--- src/rtl/pacer_pkg.sv ---
package pacer_pkg;
  localparam int WORD_W  = 16;
  localparam int PRE_W   = 4;
  localparam int DIV_W   = 8;
  localparam int PRE_LSB = 8;
  localparam int CNT_W   = (1 << PRE_W) - 1;
  localparam logic [WORD_W-1:0] RESET_WORD = 16'hF000;

  // last prescaler state for a code: ratio-1, with codes 0 and 1 both ratio 1
  function automatic logic [CNT_W-1:0] pre_limit(input logic [PRE_W-1:0] code);
    logic [CNT_W:0] r;
    if (code <= 1) r = (CNT_W+1)'(1);
    else           r = (CNT_W+1)'(1) << code;
    return CNT_W'(r - (CNT_W+1)'(1));
  endfunction

  // the stored field is 255-N, which equals its bitwise complement
  function automatic logic [DIV_W-1:0] div_count(input logic [DIV_W-1:0] field);
    return ~field;
  endfunction
endpackage

--- src/rtl/pacer_ctrl_reg.sv ---
module pacer_ctrl_reg
  import pacer_pkg::*;
#(
  parameter int W = WORD_W,
  parameter logic [W-1:0] INIT = RESET_WORD
) (
  input  logic         clk,
  input  logic         rst_n,
  input  logic         we,
  input  logic [W-1:0] wdata,
  output logic [W-1:0] word
);
  always_ff @(posedge clk) begin
    if (!rst_n)  word <= INIT;
    else if (we) word <= wdata;
  end

  assert_readback_R2: assert property (@(posedge clk) disable iff (!rst_n)
    we |=> (word == $past(wdata)));
endmodule

--- src/rtl/pacer_prescaler.sv ---
module pacer_prescaler
  import pacer_pkg::*;
#(
  parameter int CW = PRE_W,
  parameter int NW = CNT_W
) (
  input  logic          clk,
  input  logic          rst_n,
  input  logic          restart,
  input  logic          run,
  input  logic          ref_stb,
  input  logic [CW-1:0] code,
  output logic          pre_tick
);
  logic [NW-1:0] cnt;
  logic [NW-1:0] limit;
  logic          step;

  assign limit    = pre_limit(code);
  assign step     = run & ref_stb & ~restart;
  assign pre_tick = step & (cnt == limit);

  always_ff @(posedge clk) begin
    if (!rst_n || restart) cnt <= '0;
    else if (step)         cnt <= (cnt == limit) ? '0 : cnt + 1'b1;
  end

  assert_pre_in_range_R3: assert property (@(posedge clk) disable iff (!rst_n)
    cnt <= limit);
  assert_pre_hold_R7: assert property (@(posedge clk) disable iff (!rst_n)
    (!run && !restart) |=> $stable(cnt));
endmodule

--- src/rtl/pacer_divider.sv ---
module pacer_divider
  import pacer_pkg::*;
#(
  parameter int DW = DIV_W
) (
  input  logic          clk,
  input  logic          rst_n,
  input  logic          restart,
  input  logic          pre_tick,
  input  logic [DW-1:0] n_val,
  output logic          tick
);
  logic [DW-1:0] cnt;
  logic          armed;
  logic          fire;

  assign armed = (n_val != '0);
  assign fire  = pre_tick & armed & (cnt == n_val - 1'b1);

  always_ff @(posedge clk) begin
    if (!rst_n || restart) begin
      cnt  <= '0;
      tick <= 1'b0;
    end else begin
      tick <= fire;
      if (pre_tick && armed) cnt <= fire ? '0 : cnt + 1'b1;
    end
  end

  assert_div_in_range_R4: assert property (@(posedge clk) disable iff (!rst_n)
    (cnt < n_val) || (cnt == '0));
  assert_zero_inhibits_R8: assert property (@(posedge clk) disable iff (!rst_n)
    (n_val == '0) |=> !tick);
  assert_tick_needs_step_R9: assert property (@(posedge clk) disable iff (!rst_n)
    tick |-> $past(pre_tick));
endmodule

--- src/rtl/pacer_div_top.sv ---
module pacer_div_top
  import pacer_pkg::*;
#(
  parameter int W  = WORD_W,
  parameter int PW = PRE_W,
  parameter int DW = DIV_W,
  parameter int PL = PRE_LSB
) (
  input  logic         clk,
  input  logic         rst_n,
  input  logic         ctrl_we,
  input  logic [W-1:0] ctrl_wdata,
  output logic [W-1:0] ctrl_rdata,
  input  logic         ref_stb,
  input  logic         run_en,
  output logic         tick_o
);
  localparam int NW = (1 << PW) - 1;

  logic [W-1:0]  word;
  logic [PW-1:0] pre_code;
  logic [DW-1:0] n_val;
  logic          pre_tick;

  assign pre_code   = word[PL +: PW];
  assign n_val      = div_count(word[DW-1:0]);
  assign ctrl_rdata = word;

  pacer_ctrl_reg #(.W(W), .INIT(RESET_WORD)) u_reg (
    .clk(clk), .rst_n(rst_n), .we(ctrl_we), .wdata(ctrl_wdata), .word(word)
  );

  pacer_prescaler #(.CW(PW), .NW(NW)) u_pre (
    .clk(clk), .rst_n(rst_n), .restart(ctrl_we), .run(run_en),
    .ref_stb(ref_stb), .code(pre_code), .pre_tick(pre_tick)
  );

  pacer_divider #(.DW(DW)) u_div (
    .clk(clk), .rst_n(rst_n), .restart(ctrl_we), .pre_tick(pre_tick),
    .n_val(n_val), .tick(tick_o)
  );

  assert_idle_no_tick_R7: assert property (@(posedge clk) disable iff (!rst_n)
    !run_en |=> !tick_o);
  assert_write_clears_R6: assert property (@(posedge clk) disable iff (!rst_n)
    ctrl_we |=> !tick_o);
  assert_tick_after_strobe_R5: assert property (@(posedge clk) disable iff (!rst_n)
    tick_o |-> $past(ref_stb && run_en));
endmodule

--- config.mk ---
export PLATFORM = sky130hd
export DESIGN_NAME = pacer_div_top
export DESIGN_NICKNAME = d
export VERILOG_FILES = /design/src/rtl/pacer_pkg.sv /design/src/rtl/pacer_ctrl_reg.sv /design/src/rtl/pacer_prescaler.sv /design/src/rtl/pacer_divider.sv /design/src/rtl/pacer_div_top.sv
export SDC_FILE = /design/constraint.sdc
export NUM_CORES = 1
export LEC_CHECK = 0
export CORE_MARGIN = 4
export CORE_UTILIZATION = 25
export CTS_BUF_LIST = sky130_fd_sc_hd__clkbuf_8
export CTS_CLUSTER_SIZE = 12
export DETAILED_ROUTE_END_ITERATION = 10
export DONT_BUFFER_PORTS = 1
export PLACE_DENSITY = 0.46
export SETUP_SLACK_MARGIN = 0.05
export SYNTH_ARGS = -nofsm -noshare
export SYNTH_HDL_FRONTEND = slang
export SYNTH_HIERARCHICAL = 1
export SYNTH_SLANG_ARGS = --single-unit
--- constraint.sdc ---
create_clock -name clk -period 7.32 [get_ports clk]
set_input_delay 0.366 -clock clk [delete_from_list [all_inputs] [get_ports clk]]
set_output_delay 0.366 -clock clk [all_outputs]
set_load 0.1 [all_outputs]
# Yosys cells after proc, flatten, opt, wreduce, memory -nomap -nowiden
# Cells that the tools add are included.
# word_totals
elab_cells	26
register_bits	40
out_inout_bits	17
inputBits	21
# op_classes
n_addsub	4
bitwise	7
mux	3
reduce_logical	4
shift	1
n_lt_le_gt_ge	1
eq_ne	2
# ops
op	n
15-bit two-way mux	2
15-bit by 1-bit adder with 15-bit output, second input constant	1
15-bit == test	1
1-bit by 4-bit << shifter with 15-bit output, first input constant	1
15-bit by 1-bit subtractor with 15-bit output, second input constant	1
8-bit by 1-bit adder with 8-bit output, second input constant	1
8-bit == test	1
8-bit two-way mux	1
8-bit NOT	1
8-bit nonzero test	1
8-bit by 1-bit subtractor with 8-bit output, second input constant	1
1-bit AND	5
4-bit by 1-bit less-or-equal comparator with 1-bit output, second input constant	1
1-bit logical AND	1
1-bit logical NOT	1
1-bit logical OR	1
1-bit NOT	1

# Logic depth before layout (Yosys ltp)
# depth
word_depth	8
depth_mapped	15
depth_no_buf	14

# By module
# Netlist, hierarchy kept.
# by_module_without_submodules
mod	instances	cells_each	area_each_um2
pacer_prescaler	1	188	1493.9
pacer_divider	1	82	720.7
pacer_ctrl_reg	1	51	605.6
pacer_div_top	1	8	30.0

# Worst setup path before layout
# No wires, ideal clock.
# synth_timing
kind	flip-flop to flip-flop
startpoint	register u_reg.word[11]
endpoint	register u_div.cnt[0]
path_slack_ns	3.291
path_stages_with_launch	16
required_time_ns	7.181
setup_ns	0.139
t_arrival_ns	3.890
synth_period_minus_slack_ns	4.029
path_cell_list	dfxtp_1 nor3_1 inv_1 ha_1 buf_2 buf_2 xnor2_1 xnor2_1 a211o_1 a311oi_1 and4_1 inv_1 a31oi_4 nand4_1 a2111oi_4 a211oi_2
# synth_via
elab_chain_len	8
word_cells_on_any_way	10
# synth_rtl
item	line_no	source
from (decl)	pacer_ctrl_reg.sv:11	output logic [W-1:0] word
from (signal assigned)	pacer_ctrl_reg.sv:15	else if (we) word <= wdata;
4-bit by 1-bit less-or-equal comparator with 1-bit output / 1-bit by 4-bit << shifter with 15-bit output (equally long branches)	pacer_pkg.sv:12, pacer_pkg.sv:13	
15-bit two-way mux *	pacer_pkg.sv:12	if (code <= 1) r = (CNT_W+1)'(1);
15-bit by 1-bit subtractor with 15-bit output *	pacer_pkg.sv:14	return CNT_W'(r - (CNT_W+1)'(1));
15-bit == test *	pacer_prescaler.sv:21	assign pre_tick = step & (cnt == limit);
1-bit AND *	pacer_prescaler.sv:21	
via pre_tick	pacer_div_top.sv:23	logic pre_tick;
1-bit AND (2 in series)	pacer_divider.sv:18	assign fire = pre_tick & armed & (cnt == n_val - 1'b1);
8-bit two-way mux	pacer_divider.sv:26	if (pre_tick && armed) cnt <= fire ? '0 : cnt + 1'b1;
to (signal assigned)	pacer_divider.sv:26	
to (decl)	pacer_divider.sv:13	logic [DW-1:0] cnt;
# Mark *: on every way through the listed nets, which the timed path passes. The rest lies on a longest branch.
# A chain may end at the register's enable or synchronous reset.

# Worst setup path after layout
# layout_timing
startpoint	register u_reg.word[11]
endpoint	register u_div.cnt[1]
# The elaborated chain is that of the path after synthesis.

==> impl_metrics.json <==
{
  "run_status": "finished clean",
  "insertion_delay_ns": 0.31,
  "worstPathArrival_ns": 4.67,
  "finalInstanceArea_um2": 3020,
  "cp_max_fo": 26,
  "place.gp.congestion": 0.814,
  "ios": 38,
  "syn_to_final_growth_pct": 5.88,
  "cp-start-kind": "flop",
  "placedCellCount": 454,
  "wl_per_cell_um": 14.8,
  "timing.slew.headroom_pct": 30.4,
  "drt_iter0_drc": 98,
  "fin_tns_setup_ns": 0,
  "place_area_um2": 2910,
  "ys_warn_count": 6,
  "synth_top_area_share_pct": 28.1,
  "rsz0062_at_grt": "no",
  "synthDistinctLibCells": 63,
  "nNetsFinal": 347,
  "maxCapViolCount": 0,
  "core_region_area_um2": 11000,
  "drive_gt1_share_pct": 11.2,
  "ctsResizeCount": 0,
  "postCtsHoldBufs": 0,
  "grt_antenna_before_repair": 0,
  "power.total_uw": 528,
  "setup_viol": 0,
  "ys_seq_elements": 40,
  "dp_hpwl_mm": 5.02,
  "fill_cells": 1179,
  "yosysTopAreaCell": "dfxtp_1",
  "syn_nets": 355,
  "power_density_nw_per_um2": 175,
  "synth_area_leaders": "dfxtp_1, xnor2_1, mux2i_1, nor2b_1, nor3_2",
  "vias": 2290,
  "synth_edf_count": 0,
  "holdCritPathClass": "input pin to flop",
  "htreeDepth": 2,
  "fin_cells": 462,
  "start_util_pct": 26.0,
  "die_w_um": 115,
  "hold_viol_final": 0,
  "num_rows": 38,
  "vdd_drop_max_v": 0.0000888,
  "syn_area_um2": 2850,
  "grt_overflow": 0,
  "cts_made_buffers": 5,
  "drt-pass1-iter-count": 5,
  "dieHeight_um": 115,
  "cts.sink_count": 40,
  "min_period_over_period_pct": 61.6,
  "tightest_slew_ns": 1.04,
  "seq_area_frac_synth_pct": 28.1,
  "criticalPathCategory": "flop to flop",
  "track_usage_pct": 10.8,
  "grt_max_degree": 27,
  "drcViolationCount": 0,
  "max_freq_ghz": 0.222,
  "power_leakage_nw": 1.02,
  "cts_buffer_depth": 2,
  "worstSetupEndpointType": "flop",
  "netlist_instances": 329,
  "drv_slew": 0,
  "via_per_inst": 4.96,
  "final_util_pct": 27.5,
  "async_flop_share_pct": 0,
  "grt_pass1_wl_mm": 11.4,
  "path_clk_slew_ns": 0.09,
  "r2r_cells": 13,
  "io_buffer_count": 0,
  "synth_ff_type": "dfxtp_1",
  "cts_tree": "done",
  "min_period_ns": 4.51,
  "diodes": 0,
  "ant_nets": 0,
  "cp.required_ns": 7.48,
  "postCtsSetupBuffers": 0,
  "grt_pass1_vias": 2217,
  "cts-root-buf": "clkbuf_8",
  "hold_depth": 1,
  "synth.avg_cell_area_um2": 8.66,
  "die_area_um2": 13200,
  "drt-total-wl_mm": 6.82,
  "finalClockSkew_ns": 0.0120
}
-- path summary, 6_finish.rpt --
kind                   from             end  slack [ns]
min                   rst_n  u_reg/word[15]        0.12
max          u_reg/word[11]    u_div/cnt[1]        2.81
max reg2reg  u_reg/word[11]    u_div/cnt[1]        2.81
min reg2reg    u_pre/cnt[1]    u_pre/cnt[1]        0.54
-- through the flow --
stage,setup WS [ns],hold WS [ns]
3_5_place_dp,2.89,0.440
6_report,2.81,0.120
3_3_place_gp,3.02,0.436
5_1_grt,2.43,0.0961
2_1_floorplan,3.29,0.490
4_1_cts,2.83,0.106
-- metal layers --
layer / GRT usage, % / wire (µm)
met2: 17.7 / 3280
met3: 2.79 / 246
met1: 13.9 / 3190
met4: 3.76 / 97
met5: 0 / 0
-- state kept, by name, summed over array words and instances (netlist names) --
name / flops
u_reg/word: 16
u_pre/cnt: 15
u_div/tick: 1
u_div/cnt: 8
-- where the power goes --
part           total [mW]  internal, mW  switching [mW]
Sequential          0.265         0.223          0.0424
Clock               0.190         0.101          0.0887
Combinational      0.0725        0.0298          0.0427
-- cell usage in the layout, fill, tap and decap left out, types with 5 or more instances in the layout --
cell type / instances
dfxtp_1: 38
inv_1: 23
nor3_1: 20
xnor2_1: 19
nor2b_1: 18
nand2_1: 16
mux2i_1: 16
nor2_1: 13
nand3_1: 13
xor2_1: 12
o21ai_0: 12
nor3_2: 11
nand4_1: 9
nand2b_1: 6
and3_1: 6
clkbuf_8: 5
a211oi_1: 5
nor4_1: 5
a31oi_1: 5
and2_1: 5
ha_1: 5
-- cell usage after synthesis (all sizes together) (3+ instances only) --
library cell,instances
nand2,16
a21oi,3
ha,5
a211oi,6
o211a,3
buf,12
inv,23
o21ai,12
clkbuf,5
mux2i,16
nand4,9
a221oi,3
xnor2,19
nor2b,18
dfxtp,40
and2,5
a2111oi,3
a31oi,6
nor4,7
nor3,31
nand2b,6
xor2,12
nor2,13
nand3,13
and3,6
-- worst max-delay path: stages, from the launching register on --
cell and delay (ns):
dfxtp_2 0.96, nor3_1 0.22, inv_1 0.14, ha_1 0.71
xnor2_1 0.17, xnor2_1 0.18, a211o_1 0.23, a311oi_1 0.23
and4_1 0.23, inv_1 0.07, a31oi_4 0.30, nand4_1 0.19
a2111oi_4 0.60, o22ai_1 0.13
-- logic make-up (layout without fill, tap and decap cells) --
family	count (synthesis)	in the layout	share of synthesized area, %
adders and majority gates	5	5	2.19
buffers and inverters	40	33	7.81
other	1	1	0.132
and+or+nand+nor	144	144	31.6
muxes	16	16	5.62
xor gates and xnor gates	31	31	9.53
AOI/OAI and AO/OA	52	52	15.0
DFF	40	40	28.1
-- area by class of cell --
| type | instances | area (µm²) | share of cell area (%) |
|---|---|---|---|
| Tap cell | 140 | 175 | 5.80 |
| Inverter | 23 | 86.3 | 2.86 |
| Clock buffer | 5 | 68.8 | 2.28 |
| Multi-Input combinational cell | 249 | 1830 | 60.5 |
| Sequential cell | 40 | 803 | 26.6 |
| Timing Repair Buffer | 2 | 15.0 | 0.498 |
| Clock inverter | 3 | 42.5 | 1.41 |
No activity file was read; power rests on OpenSTA's default activity.
